File: config.mk
export PLATFORM = sky130hd
export DESIGN_NAME = mdet_top
export DESIGN_NICKNAME = d
export VERILOG_FILES = /design/src/rtl/mdet_pkg.sv /design/src/rtl/mdet_timer.sv /design/src/rtl/mdet_ctrl.sv /design/src/rtl/mdet_top.sv
export SDC_FILE = /design/constraint.sdc
export NUM_CORES = 1
export LEC_CHECK = 0
export CAP_MARGIN = 30
export CORE_MARGIN = 2
export CORE_UTILIZATION = 57
export DETAILED_ROUTE_END_ITERATION = 10
export GPL_TIMING_DRIVEN = 0
export PLACE_DENSITY = 0.87
export SLEW_MARGIN = 20
export SYNTH_ARGS = -nofsm -noshare
export SYNTH_HDL_FRONTEND = slang
export SYNTH_HIERARCHICAL = 1
export SYNTH_SLANG_ARGS = --single-unit
File: constraint.sdc
create_clock -name clk -period 4.5 [get_ports clk]
set_clock_uncertainty 0.1 [all_clocks]
set_input_delay 0.9 -clock clk [delete_from_list [all_inputs] [get_ports clk]]
set_output_delay 0.9 -clock clk [all_outputs]
set_load 0.02 [all_outputs]
File: src/rtl/mdet_pkg.sv
package mdet_pkg;
  typedef enum logic [1:0] {
    ST_IDLE = 2'd0,
    ST_HOLD = 2'd1,
    ST_LOCK = 2'd2
  } mdetState_e;

  typedef struct packed {
    logic loadHold;
    logic loadLock;
    logic dec;
  } mdetStrb_t;
endpackage

File: src/rtl/mdet_timer.sv
module mdet_timer
  import mdet_pkg::*;
#(
  parameter int CNT_W = 24
) (
  input  logic             clk,
  input  logic             rstN,
  input  mdetStrb_t        strb,
  input  logic [CNT_W-1:0] holdCycles,
  input  logic [CNT_W-1:0] lockCycles,
  output logic             cntZero
);
  localparam logic [CNT_W-1:0] ONE = {{(CNT_W-1){1'b0}}, 1'b1};

  logic [CNT_W-1:0] cnt;
  logic [CNT_W-1:0] holdLoad;
  logic [CNT_W-1:0] lockLoad;

  // Load value is period minus one; zero counts as a one-cycle period.
  assign holdLoad = (holdCycles == '0) ? '0 : holdCycles - ONE;
  assign lockLoad = (lockCycles == '0) ? '0 : lockCycles - ONE;

  always_ff @(posedge clk) begin
    if (strb.loadHold) begin
      cnt <= holdLoad;
    end else if (strb.loadLock) begin
      cnt <= lockLoad;
    end else if (strb.dec) begin
      cnt <= cnt - ONE;
    end
  end

  assign cntZero = (cnt == '0);

  AST_CNT_STEP: assert property (@(posedge clk) disable iff (!rstN)
    (strb.dec && !strb.loadHold && !strb.loadLock) |=> (cnt == $past(cnt) - ONE));

  AST_NO_WRAP: assert property (@(posedge clk) disable iff (!rstN)
    strb.dec |-> !cntZero);
endmodule

File: src/rtl/mdet_ctrl.sv
module mdet_ctrl
  import mdet_pkg::*;
(
  input  logic      clk,
  input  logic      rstN,
  input  logic      detect,
  input  logic      enable,
  input  logic      retrigMode,
  input  logic      cntZero,
  output mdetStrb_t strb,
  output logic      outHigh
);
  mdetState_e state;
  mdetState_e stateNxt;
  logic       trig;
  logic       retrig;

  assign trig   = enable && detect;
  assign retrig = retrigMode && trig;

  always_comb begin
    stateNxt      = state;
    strb.loadHold = 1'b0;
    strb.loadLock = 1'b0;
    strb.dec      = 1'b0;
    if (!rstN) begin
      stateNxt      = ST_LOCK;
      strb.loadLock = 1'b1;
    end else begin
      unique case (state)
        ST_IDLE: begin
          if (trig) begin
            stateNxt      = ST_HOLD;
            strb.loadHold = 1'b1;
          end
        end
        ST_HOLD: begin
          if (retrig) begin
            strb.loadHold = 1'b1;
          end else if (cntZero) begin
            stateNxt      = ST_LOCK;
            strb.loadLock = 1'b1;
          end else begin
            strb.dec = 1'b1;
          end
        end
        ST_LOCK: begin
          if (cntZero) begin
            stateNxt = ST_IDLE;
          end else begin
            strb.dec = 1'b1;
          end
        end
        default: begin
          stateNxt      = ST_LOCK;
          strb.loadLock = 1'b1;
        end
      endcase
    end
  end

  always_ff @(posedge clk) begin
    state <= stateNxt;
  end

  assign outHigh = (state == ST_HOLD);

  AST_IDLE_NEEDS_ENABLE: assert property (@(posedge clk) disable iff (!rstN)
    (state == ST_IDLE && !enable) |=> (state == ST_IDLE));

  AST_ONESHOT_NO_RELOAD: assert property (@(posedge clk) disable iff (!rstN)
    (state == ST_HOLD && !retrigMode) |-> !strb.loadHold);

  AST_LOCK_BLOCKS_HOLD: assert property (@(posedge clk) disable iff (!rstN)
    (state == ST_LOCK) |=> (state != ST_HOLD));

  AST_RETRIG_STAYS: assert property (@(posedge clk) disable iff (!rstN)
    (state == ST_HOLD && retrigMode && enable && detect) |=> (state == ST_HOLD));
endmodule

File: src/rtl/mdet_top.sv
module mdet_top
  import mdet_pkg::*;
#(
  parameter int CNT_W = 24
) (
  input  logic             clk,
  input  logic             rstN,
  input  logic             detect,
  input  logic             enable,
  input  logic             retrigMode,
  input  logic [CNT_W-1:0] holdCycles,
  input  logic [CNT_W-1:0] lockCycles,
  output logic             outHigh
);
  mdetStrb_t strb;
  logic      cntZero;

  mdet_ctrl ctrl_i (
    .clk        (clk),
    .rstN       (rstN),
    .detect     (detect),
    .enable     (enable),
    .retrigMode (retrigMode),
    .cntZero    (cntZero),
    .strb       (strb),
    .outHigh    (outHigh)
  );

  mdet_timer #(.CNT_W(CNT_W)) timer_i (
    .clk        (clk),
    .rstN       (rstN),
    .strb       (strb),
    .holdCycles (holdCycles),
    .lockCycles (lockCycles),
    .cntZero    (cntZero)
  );

  AST_RESET_LOW: assert property (@(posedge clk)
    !rstN |=> !outHigh);

  AST_RISE_NEEDS_TRIGGER: assert property (@(posedge clk) disable iff (!rstN)
    $rose(outHigh) |-> $past(enable && detect));

  AST_FALL_STAYS_LOW: assert property (@(posedge clk) disable iff (!rstN)
    $fell(outHigh) |=> !outHigh);
endmodule

==> results of run 1 <==
==> layer usage <==
metal	vias up	global-route usage (%)	part of all wire (%)
met2	118	47.35	48
met4	0	4.938	1.0
li1	1366	-	-
met3	9	2.624	6.2
met5	-	0	0
met1	1286	38.00	45
==> state kept, by name, summed over array words and instances (netlist names) <==
name	count
ctrl_i/state	2
timer_i/cnt	24
==> report_power, final <==
group          internal, uW  switching [uW]  leakage (uW)  total [uW]
clock                   119            76.2     0.0000357         195
sequential              297            25.1      0.000267         322
combinational           102            98.1      0.000725         200
==> cell type report <==
cell class	count	area (um^2)
Clock inverter	1	30.03
Buffer	9	37.54
Sequential cell	26	760.7
Inverter	9	33.78
Tap cell	54	67.56
Fill cell	352	1257
Clock buffer	3	41.29
Timing Repair Buffer	54	534.3
Multi-Input combinational cell	274	1898
==> worst register-to-register path, cell delays in order (launching register included) <==
cell,delay [ns]
edfxtp_1,0.45
nor4_1,0.67
nand4_1,0.24
nor2_1,0.23
nand3_1,0.10
o311ai_0,0.17
buf_1,0.26
nand2b_1,0.12
a41oi_1,0.47
clkbuf_1,0.40
o21ai_0,0.21
o221ai_1,0.12
==> layout by cell type (no fill, tap or decap), types with 4 or more instances in the layout <==
master and instances:
nand4_1 9, nand2_1 24, inv_1 9, nand3b_1 4
ha_1 9, clkdlybuf4s50_1 53, nor3b_1 4, a21oi_1 10
nor2_1 23, nor3_1 14, o221ai_1 12, o31a_1 5
clkbuf_1 8, nand2b_1 5, o21ai_0 14, nand3_1 7
edfxtp_1 24, or4_1 10, xnor2_1 39, or3_1 7
xor2_1 11, nor4_1 24
==> cell usage after synthesis, drive strengths merged, types with 2 or more instances <==
cell / number / area (um^2)
xnor2: 39 / 341.6
o21a: 3 / 22.52
nor2: 23 / 86.33
o211ai: 3 / 22.52
o31ai: 3 / 22.52
o31a: 5 / 43.79
or3: 7 / 43.79
nor4: 26 / 175.2
clkbuf: 8 / 30.03
o221ai: 12 / 105.1
nor2b: 3 / 18.77
a211o: 2 / 17.52
o21ai: 14 / 70.07
or2: 3 / 18.77
inv: 9 / 33.78
nand3b: 4 / 30.03
a221o: 3 / 30.03
nor3b: 4 / 30.03
nand2b: 5 / 31.28
ha: 9 / 112.6
xor2: 11 / 96.34
a22oi: 3 / 22.52
nand4b: 2 / 17.52
dfxtp: 2 / 40.04
nor3: 14 / 70.07
a21oi: 10 / 50.05
nand4: 9 / 56.30
nand2: 25 / 96.35
or4: 11 / 86.33
nand3: 7 / 35.03
edfxtp: 24 / 720.7
==> worst paths after layout <==
kind	slack (ns)	end	cells after the start
max	0.78	timer_i/cnt[7]	6
min	0.40	ctrl_i/state[0]	2
max reg2reg	0.81	timer_i/cnt[15]	11
min reg2reg	0.40	ctrl_i/state[0]	2
==> cell families (layout without fill, tap and decap cells) <==
kind of cell               after synthesis  count (layout)  synth area share (%)
and+or+nand+nor                        146             146                 30.16
AOI/OAI and AO/OA                       68              68                 18.84
xor gates and xnor gates                50              50                 16.04
DFF                                     26              26                 27.86
buffers and inverters                   18              76                 2.612
adders and majority gates                9               9                 4.125
muxes                                    1               1                0.3667
==> through the flow <==
step	util (%)	worst slack [ns]	std cells
finish	73.02	0.7764	430
global route	73.02	0.5891	430
CTS	73.02	0.8044	430
detailed placement	71.49	0.5330	426
global placement	71.41	0.5178	425
floorplan	-	1.427	318
==> impl_metrics.tcl, run 1 <==
set metrics [dict create \
    status "finished clean" \
    crit_chain "clkdlybuf4s50_1, nor4_1, nand2_2, o41ai_4, buf_4, o221ai_1" \
    dr.pass1.iters 4 \
    place_hpwl_um 5790 \
    crit_required_ns 4.40 \
    drive_above_1_share_pct 3.723 \
    finalPower_uw 717.8 \
    placed_cell_area_um2 3332 \
    wl_per_cell_um 16.75 \
    clkSinkCount 26 \
    ctsResizeCount 0 \
    die_area_um2 5359 \
    synth_nets 380 \
    slowest_delay_ns 0.78 \
    crit_start "holdCycles[5]" \
    setup_viol 0 \
    avgViaCountPerCell 6.463 \
    ioPinCount 54 \
    crit-reg2reg-launch "timer_i/cnt[10]" \
    tns_ns 0 \
    ir_worst_vdd_mv 0.1242 \
    yosysSeqAreaShare_pct 27.86 \
    drt-total-wl_um 7204 \
    postSynthCellCount 318 \
    dr.first_iter.drc_count 195 \
    htreeDepth 1 \
    worst_pin_slew_ns 0.9841 \
    synth_area_um2 2730 \
    leakagePower_uw 0.001027 \
    powerDensity_nw_per_um2 210.9 \
    coreArea_um2 4661 \
    insertion_delay_ns 0.27 \
    drc 0 \
    synth-async-reset-ratio_pct 0 \
    grt_use_total_pct 27.56 \
    die_h_um 73.21 \
    cts_tree "built" \
    hold_violations 0 \
    end_kind "register" \
    ys_seq_elements 26 \
    post-route-period-util_pct 82.75 \
    rsz0062_at_grt "no" \
    post_cts_buffers 0 \
    grt_pass1_vias 2527 \
    final_cell_area_um2 3403 \
    min_from "ctrl_i/state[0]" \
    cp_num_buf_inv 2 \
    area_delta_synth_final_pct 24.66 \
    final_max_slew_viol_count 0 \
    n_antenna_cell 0 \
    hold_class "reg2reg" \
    min_period_ns 3.724 \
    clkSlewWorstSetupHoldPaths_ns 0.09 \
    ctsHoldBuffers 0 \
    vias 2779 \
    ys_types 49 \
    start_util_pct 58.58 \
    slew_headroom_pct 34.39 \
    antenna_found_initial 0 \
    route.antenna.remaining_nets 0 \
    clock_path_buffers 2 \
    syn_area_per_cell_um2 8.585 \
    io_buffers 53 \
    fmax_ghz 0.2686 \
    synth-edff-count 24 \
    worstPathMaxFanout 10 \
    cts_root_buffer "clkbuf_8" \
    cts_buffers 3 \
    grt_overflow 0 \
    synth-main-ff-cell "edfxtp_1" \
    gp_congestion 0.8684 \
    grt_pass1_wl_um 11590 \
    yosys_warnings 6 \
    die_w_um 73.21 \
    cp_slowest_cell "nor4_1" \
    startpoint_type "input port" \
    final_nets 439 \
    hold-worst-slack_ns 0.4009 \
    drv_cap 0 \
    placementRows 25 \
    cp_data_arrival_time_ns 3.63 \
    cpLargestDelayFamily "simple AND/OR/NAND/NOR gates" \
    grt_max_degree 25 \
    critPathKind "in2reg" \
]
No activity file was read; power rests on OpenSTA's default activity.
==> run 2, diff against run 1 <==
CORE_UTILIZATION = 48   (was 57)
PLACE_DENSITY = 0.78   (was 0.87)
clock period = 3.2 ns   (was 4.5 ns; I/O delays follow)
==> impl_metrics.tcl, run 2 (synthesis results as in run 1) <==
set metrics [dict create \
    cts_tree "built" \
    top_usage_layer "met2" \
    powerDensity_nw_per_um2 273.2 \
    clkPwrFrac_pct 21.6 \
    antenna_found_initial 0 \
    worst_pin_slew_ns 0.5915 \
    grt_util_met1_pct 33.95 \
    final_common_cell "clkdlybuf4s50_1" \
    seq_area_um2 760.7 \
    final_nets 449 \
    use_met2_pct 41.78 \
    clkSinkCount 26 \
    final_cell_mix "clkdlybuf4s50_1 (53), xnor2_1 (39), nand2_1 (24), edfxtp_1 (24), nor2_1 (23)" \
    coreArea_um2 5507 \
    vias 2837 \
    leakagePower_uw 0.001097 \
    post-route-period-util_pct 97.74 \
    p_seq_share_pct 47.1 \
    dr.pass1.iters 4 \
    wl_per_cell_um 17.30 \
    placementRows 27 \
    multiInputGateArea_um2 2001 \
    insertion_delay_ns 0.27 \
    ctsHoldBuffers 0 \
    crit_required_ns 3.11 \
    area_delta_synth_final_pct 31.85 \
    intPower_uw 685.8 \
    regMostFlops "timer_i/cnt" \
    placed_cell_area_um2 3351 \
    die_h_um 79.42 \
    drv_cap 0 \
    largest_register_ffs 24 \
    tns_ns 0 \
    p_switching_uw 297.7 \
    grt_pass1_wl_um 12240 \
    grtUsageMet3_pct 1.357 \
    slew_headroom_pct 60.50 \
    die_area_um2 6307 \
    ir_worst_vdd_mv 0.1831 \
    dp.cells 443 \
    gp_congestion 0.9192 \
    min_period_ns 3.128 \
    drt-total-wl_um 7924 \
    cts_root_buffer "clkbuf_8" \
    n_antenna_cell 0 \
    clkSlewWorstSetupHoldPaths_ns 0.09 \
    worstPathMaxFanout 5 \
    grt_overflow 0 \
    grt_pass1_vias 2593 \
    end_kind "register" \
    drive_above_1_share_pct 9.326 \
    grt_max_degree 25 \
    hold_class "reg2reg" \
    die_w_um 79.42 \
    ioPinCount 54 \
    startpoint_type "input port" \
    n_fill_cell 474 \
    critPathKind "in2reg" \
    place_hpwl_um 5865 \
    finalPower_uw 983.6 \
    cp_data_arrival_time_ns 3.03 \
    final_cell_area_um2 3600 \
    avgViaCountPerCell 6.194 \
    fmax_ghz 0.3197 \
    clock_path_buffers 2 \
    combPwrFrac_pct 31.3 \
    grt_use_total_pct 24.62 \
    cts_buffers 3 \
    setup_viol 0 \
    drc 0 \
    route.antenna.remaining_nets 0 \
    status "finished clean" \
    sw_frac_of_total_pct 30.27 \
    hold_violations 0 \
    final_max_slew_viol_count 0 \
    htreeDepth 1 \
    rsz0062_at_grt "no" \
    start_util_pct 49.58 \
    fin_cells 458 \
    finalCoreUtilization_pct 65.37 \
    io_buffers 53 \
    dr.first_iter.drc_count 201 \
    reg_top3 "timer_i/cnt (24), ctrl_i/state (2)" \
]
==> run 2: changes by cell type in the layout (fill, tap and decap cells not counted), sizes merged <==
cell,before,now
bufinv,1,0
buf,2,13
==> run 2: final timing paths <==
check,start,end,slack (ns),depth (start not counted)
worst max-delay path,holdCycles[19],timer_i/cnt[0],0.07,6
worst min-delay path,ctrl_i/state[0],ctrl_i/state[0],0.39,2
worst max register to register,timer_i/cnt[12],timer_i/cnt[15],0.30,10
worst min register to register,ctrl_i/state[0],ctrl_i/state[0],0.39,2
==> run 2: power groups by stage <==
| stage | registers (uW) | logic, uW | clock network, uW |
|---|---|---|---|
| 2_1_floorplan | 452 | 150 | 0 |
| 3_3_place_gp | 457 | 272 | 0 |
| 3_5_place_dp | 460 | 275 | 0 |
| 4_1_cts | 457 | 284 | 212 |
| 5_1_grt | 468 | 333 | 228 |
| 6_report | 463 | 308 | 212 |
==> run 2: routing by layer <==
layer	vias to the layer above	wire, um
met5	-	0
li1	1383	-
met3	6	413
met2	108	3827
met4	0	77
met1	1340	3605
==> run 2: critical path, cell delays in order <==
cell and delay (ns):
clkdlybuf4s50_1 0.46, or4_1 0.56, or4_4 0.48, o41a_1 0.45
a22oi_1 0.31, o21ai_0 0.14
==> run 2: per-stage QoR <==
step,setup WS [ns],hold WS [ns]
2_1_floorplan,0.3866,0.3521
6_report,0.07223,0.3901
4_1_cts,0.07823,0.3943
5_1_grt,0.01054,0.4167
3_5_place_dp,-0.5776,0.3820
3_3_place_gp,-0.5095,0.3732
==> run 2: timing repair <==
| item | in CTS | in global routing |
|---|---|---|
| gates resized for setup | 9 | 6 |
| pin swaps | 1 | 3 |
| buffers inserted | 2 | 9 |
| setup endpoints to repair | 46 | 27 |
| gates cloned | 0 | 0 |
==> run 2: layout make-up <==
cell class                 count  area share [%]
multi-input combinational    274           55.58
sequential                    26           21.13
timing repair buffer          65           17.34
tap                           72           2.503
clock buffer                   4           1.529
buffer                         8          0.9732
inverter                       9          0.9385
==> run 3, diff against run 2 <==
CORE_ASPECT_RATIO = 0.7   (was default)
==> impl_metrics.tcl, run 3 (synthesis results as in run 1) <==
set metrics [dict create \
    reg_top3 "timer_i/cnt (24), ctrl_i/state (2)" \
    insertion_delay_ns 0.28 \
    die_h_um 67.10 \
    setup_viol 0 \
    rsz0062_at_grt "no" \
    drive_above_1_share_pct 8.158 \
    worst_pin_slew_ns 0.5974 \
    cts_root_buffer "clkbuf_8" \
    powerDensity_nw_per_um2 270.8 \
    coreArea_um2 5368 \
    wl_per_cell_um 18.72 \
    final_common_cell "clkdlybuf4s50_1" \
    route.antenna.remaining_nets 0 \
    placementRows 22 \
    cpLargestDelayFamily "simple AND/OR/NAND/NOR gates" \
    slowest_delay_ns 0.54 \
    worstPathMaxFanout 6 \
    fmax_ghz 0.3264 \
    htreeDepth 1 \
    drv_cap 0 \
    startpoint_type "input port" \
    ir_worst_vdd_mv 0.1194 \
    cp_num_buf_inv 2 \
    dp.cells 444 \
    status "finished clean" \
    fin_cells 452 \
    place_ws_ns -0.6137 \
    avgViaCountPerCell 6.469 \
    grt_pass1_vias 2702 \
    cp_data_arrival_time_ns 3.01 \
    die_w_um 94.14 \
    io_buffers 53 \
    slew_headroom_pct 60.11 \
    met3_wirelength_um 845 \
    dr.pass1.iters 5 \
    start_util_pct 50.86 \
    drc 0 \
    critPathKind "in2reg" \
    clock_path_buffers 2 \
    antenna_found_initial 0 \
    leakagePower_uw 0.001062 \
    place_hpwl_um 6286 \
    die_area_um2 6317 \
    placed_cell_area_um2 3366 \
    final_nets 443 \
    gp_congestion 0.8883 \
    final_cell_mix "clkdlybuf4s50_1 (53), xnor2_1 (39), edfxtp_1 (24)" \
    worst_slack_ns 0.1365 \
    cts_tree "built" \
    largest_register_ffs 24 \
    post-route-period-util_pct 95.73 \
    regMostFlops "timer_i/cnt" \
    clkSlewWorstSetupHoldPaths_ns 0.10 \
    min_from "ctrl_i/state[0]" \
    clkSinkCount 26 \
    grt_overflow 0 \
    hold_class "reg2reg" \
    crit_required_ns 3.14 \
    n_antenna_cell 0 \
    crit_chain "clkdlybuf4s50_1, or4_1, or4_4, o41ai_4, buf_4, a21oi_1, a221o_1" \
    grt_pass1_wl_um 13370 \
    dr.first_iter.drc_count 281 \
    wl_met1_um 3860 \
    end_kind "register" \
    final_max_slew_viol_count 0 \
    min_period_ns 3.063 \
    tns_ns 0 \
    grt_max_degree 16 \
    grt_use_total_pct 27.44 \
    crit_start "holdCycles[16]" \
    area_delta_synth_final_pct 30.25 \
    routed-wl-met2_um 3606 \
    final_cell_area_um2 3556 \
    cts_buffers 3 \
    vias 2924 \
    hold_violations 0 \
    crit-reg2reg-launch "timer_i/cnt[10]" \
    cp_slowest_cell "or4_1" \
    ioPinCount 54 \
    drt-total-wl_um 8460 \
    routed.top_layer "met4" \
    finalPower_uw 963.0 \
]
-- run 3: area by class of cell --
| type | count | area [um^2] |
|---|---|---|
| Multi-Input combinational cell | 274 | 2006 |
| Fill cell | 451 | 1812 |
| Sequential cell | 26 | 760.7 |
| Timing Repair Buffer | 59 | 583.1 |
| Tap cell | 72 | 90.09 |
| Clock buffer | 3 | 41.29 |
| Buffer | 8 | 37.54 |
| Inverter | 9 | 33.78 |
| Clock inverter | 1 | 3.754 |
-- run 3: worst paths after layout --
check / end / slack, ns / cells past startpoint
worst max-delay path: timer_i/cnt[9] / 0.14 / 7
worst min-delay path: ctrl_i/state[0] / 0.39 / 2
worst max register to register: timer_i/cnt[16] / 0.18 / 10
worst min register to register: ctrl_i/state[0] / 0.39 / 2
-- run 3: stage by stage --
step           hold slack (ns)  utilization [%]
4_1_cts                 0.3934            65.15
2_1_floorplan           0.3521                -
5_1_grt                 0.4187            66.25
6_report                0.3855            66.25
3_3_place_gp            0.3688            62.42
3_5_place_dp            0.3809            62.70
-- run 3: metal layers --
metal  vias to the layer above  global-route usage [%]
li1                       1368                       -
met1                      1368                   40.68
met2                       171                   41.07
met3                        17                   4.638
met4                         0                   7.790
met5                         -                       0
-- run 3: worst min-delay path: cells and delay by family (launching register included) --
| kind | cells | cell delay, ns |
|---|---|---|
| AND/OR/NAND/NOR | 1 | 0.06 |
| flip-flops | 1 | 0.33 |
| multiplexers | 1 | 0.05 |
-- run 3: repair_timing --
item / 4_1_cts / 5_1_grt
setup buffers: 3 / 2
hold endpoints to repair: 0 / 0
hold buffers: 0 / 0
setup endpoints to repair: 38 / 16
resized for setup: 10 / 9
pin swaps: 2 / 1
-- run 3: power by group --
part / switching, uW / internal (uW) / total, uW
combinational: 151 / 153 / 304
clock: 112 / 86.4 / 198
sequential: 43.3 / 418 / 461
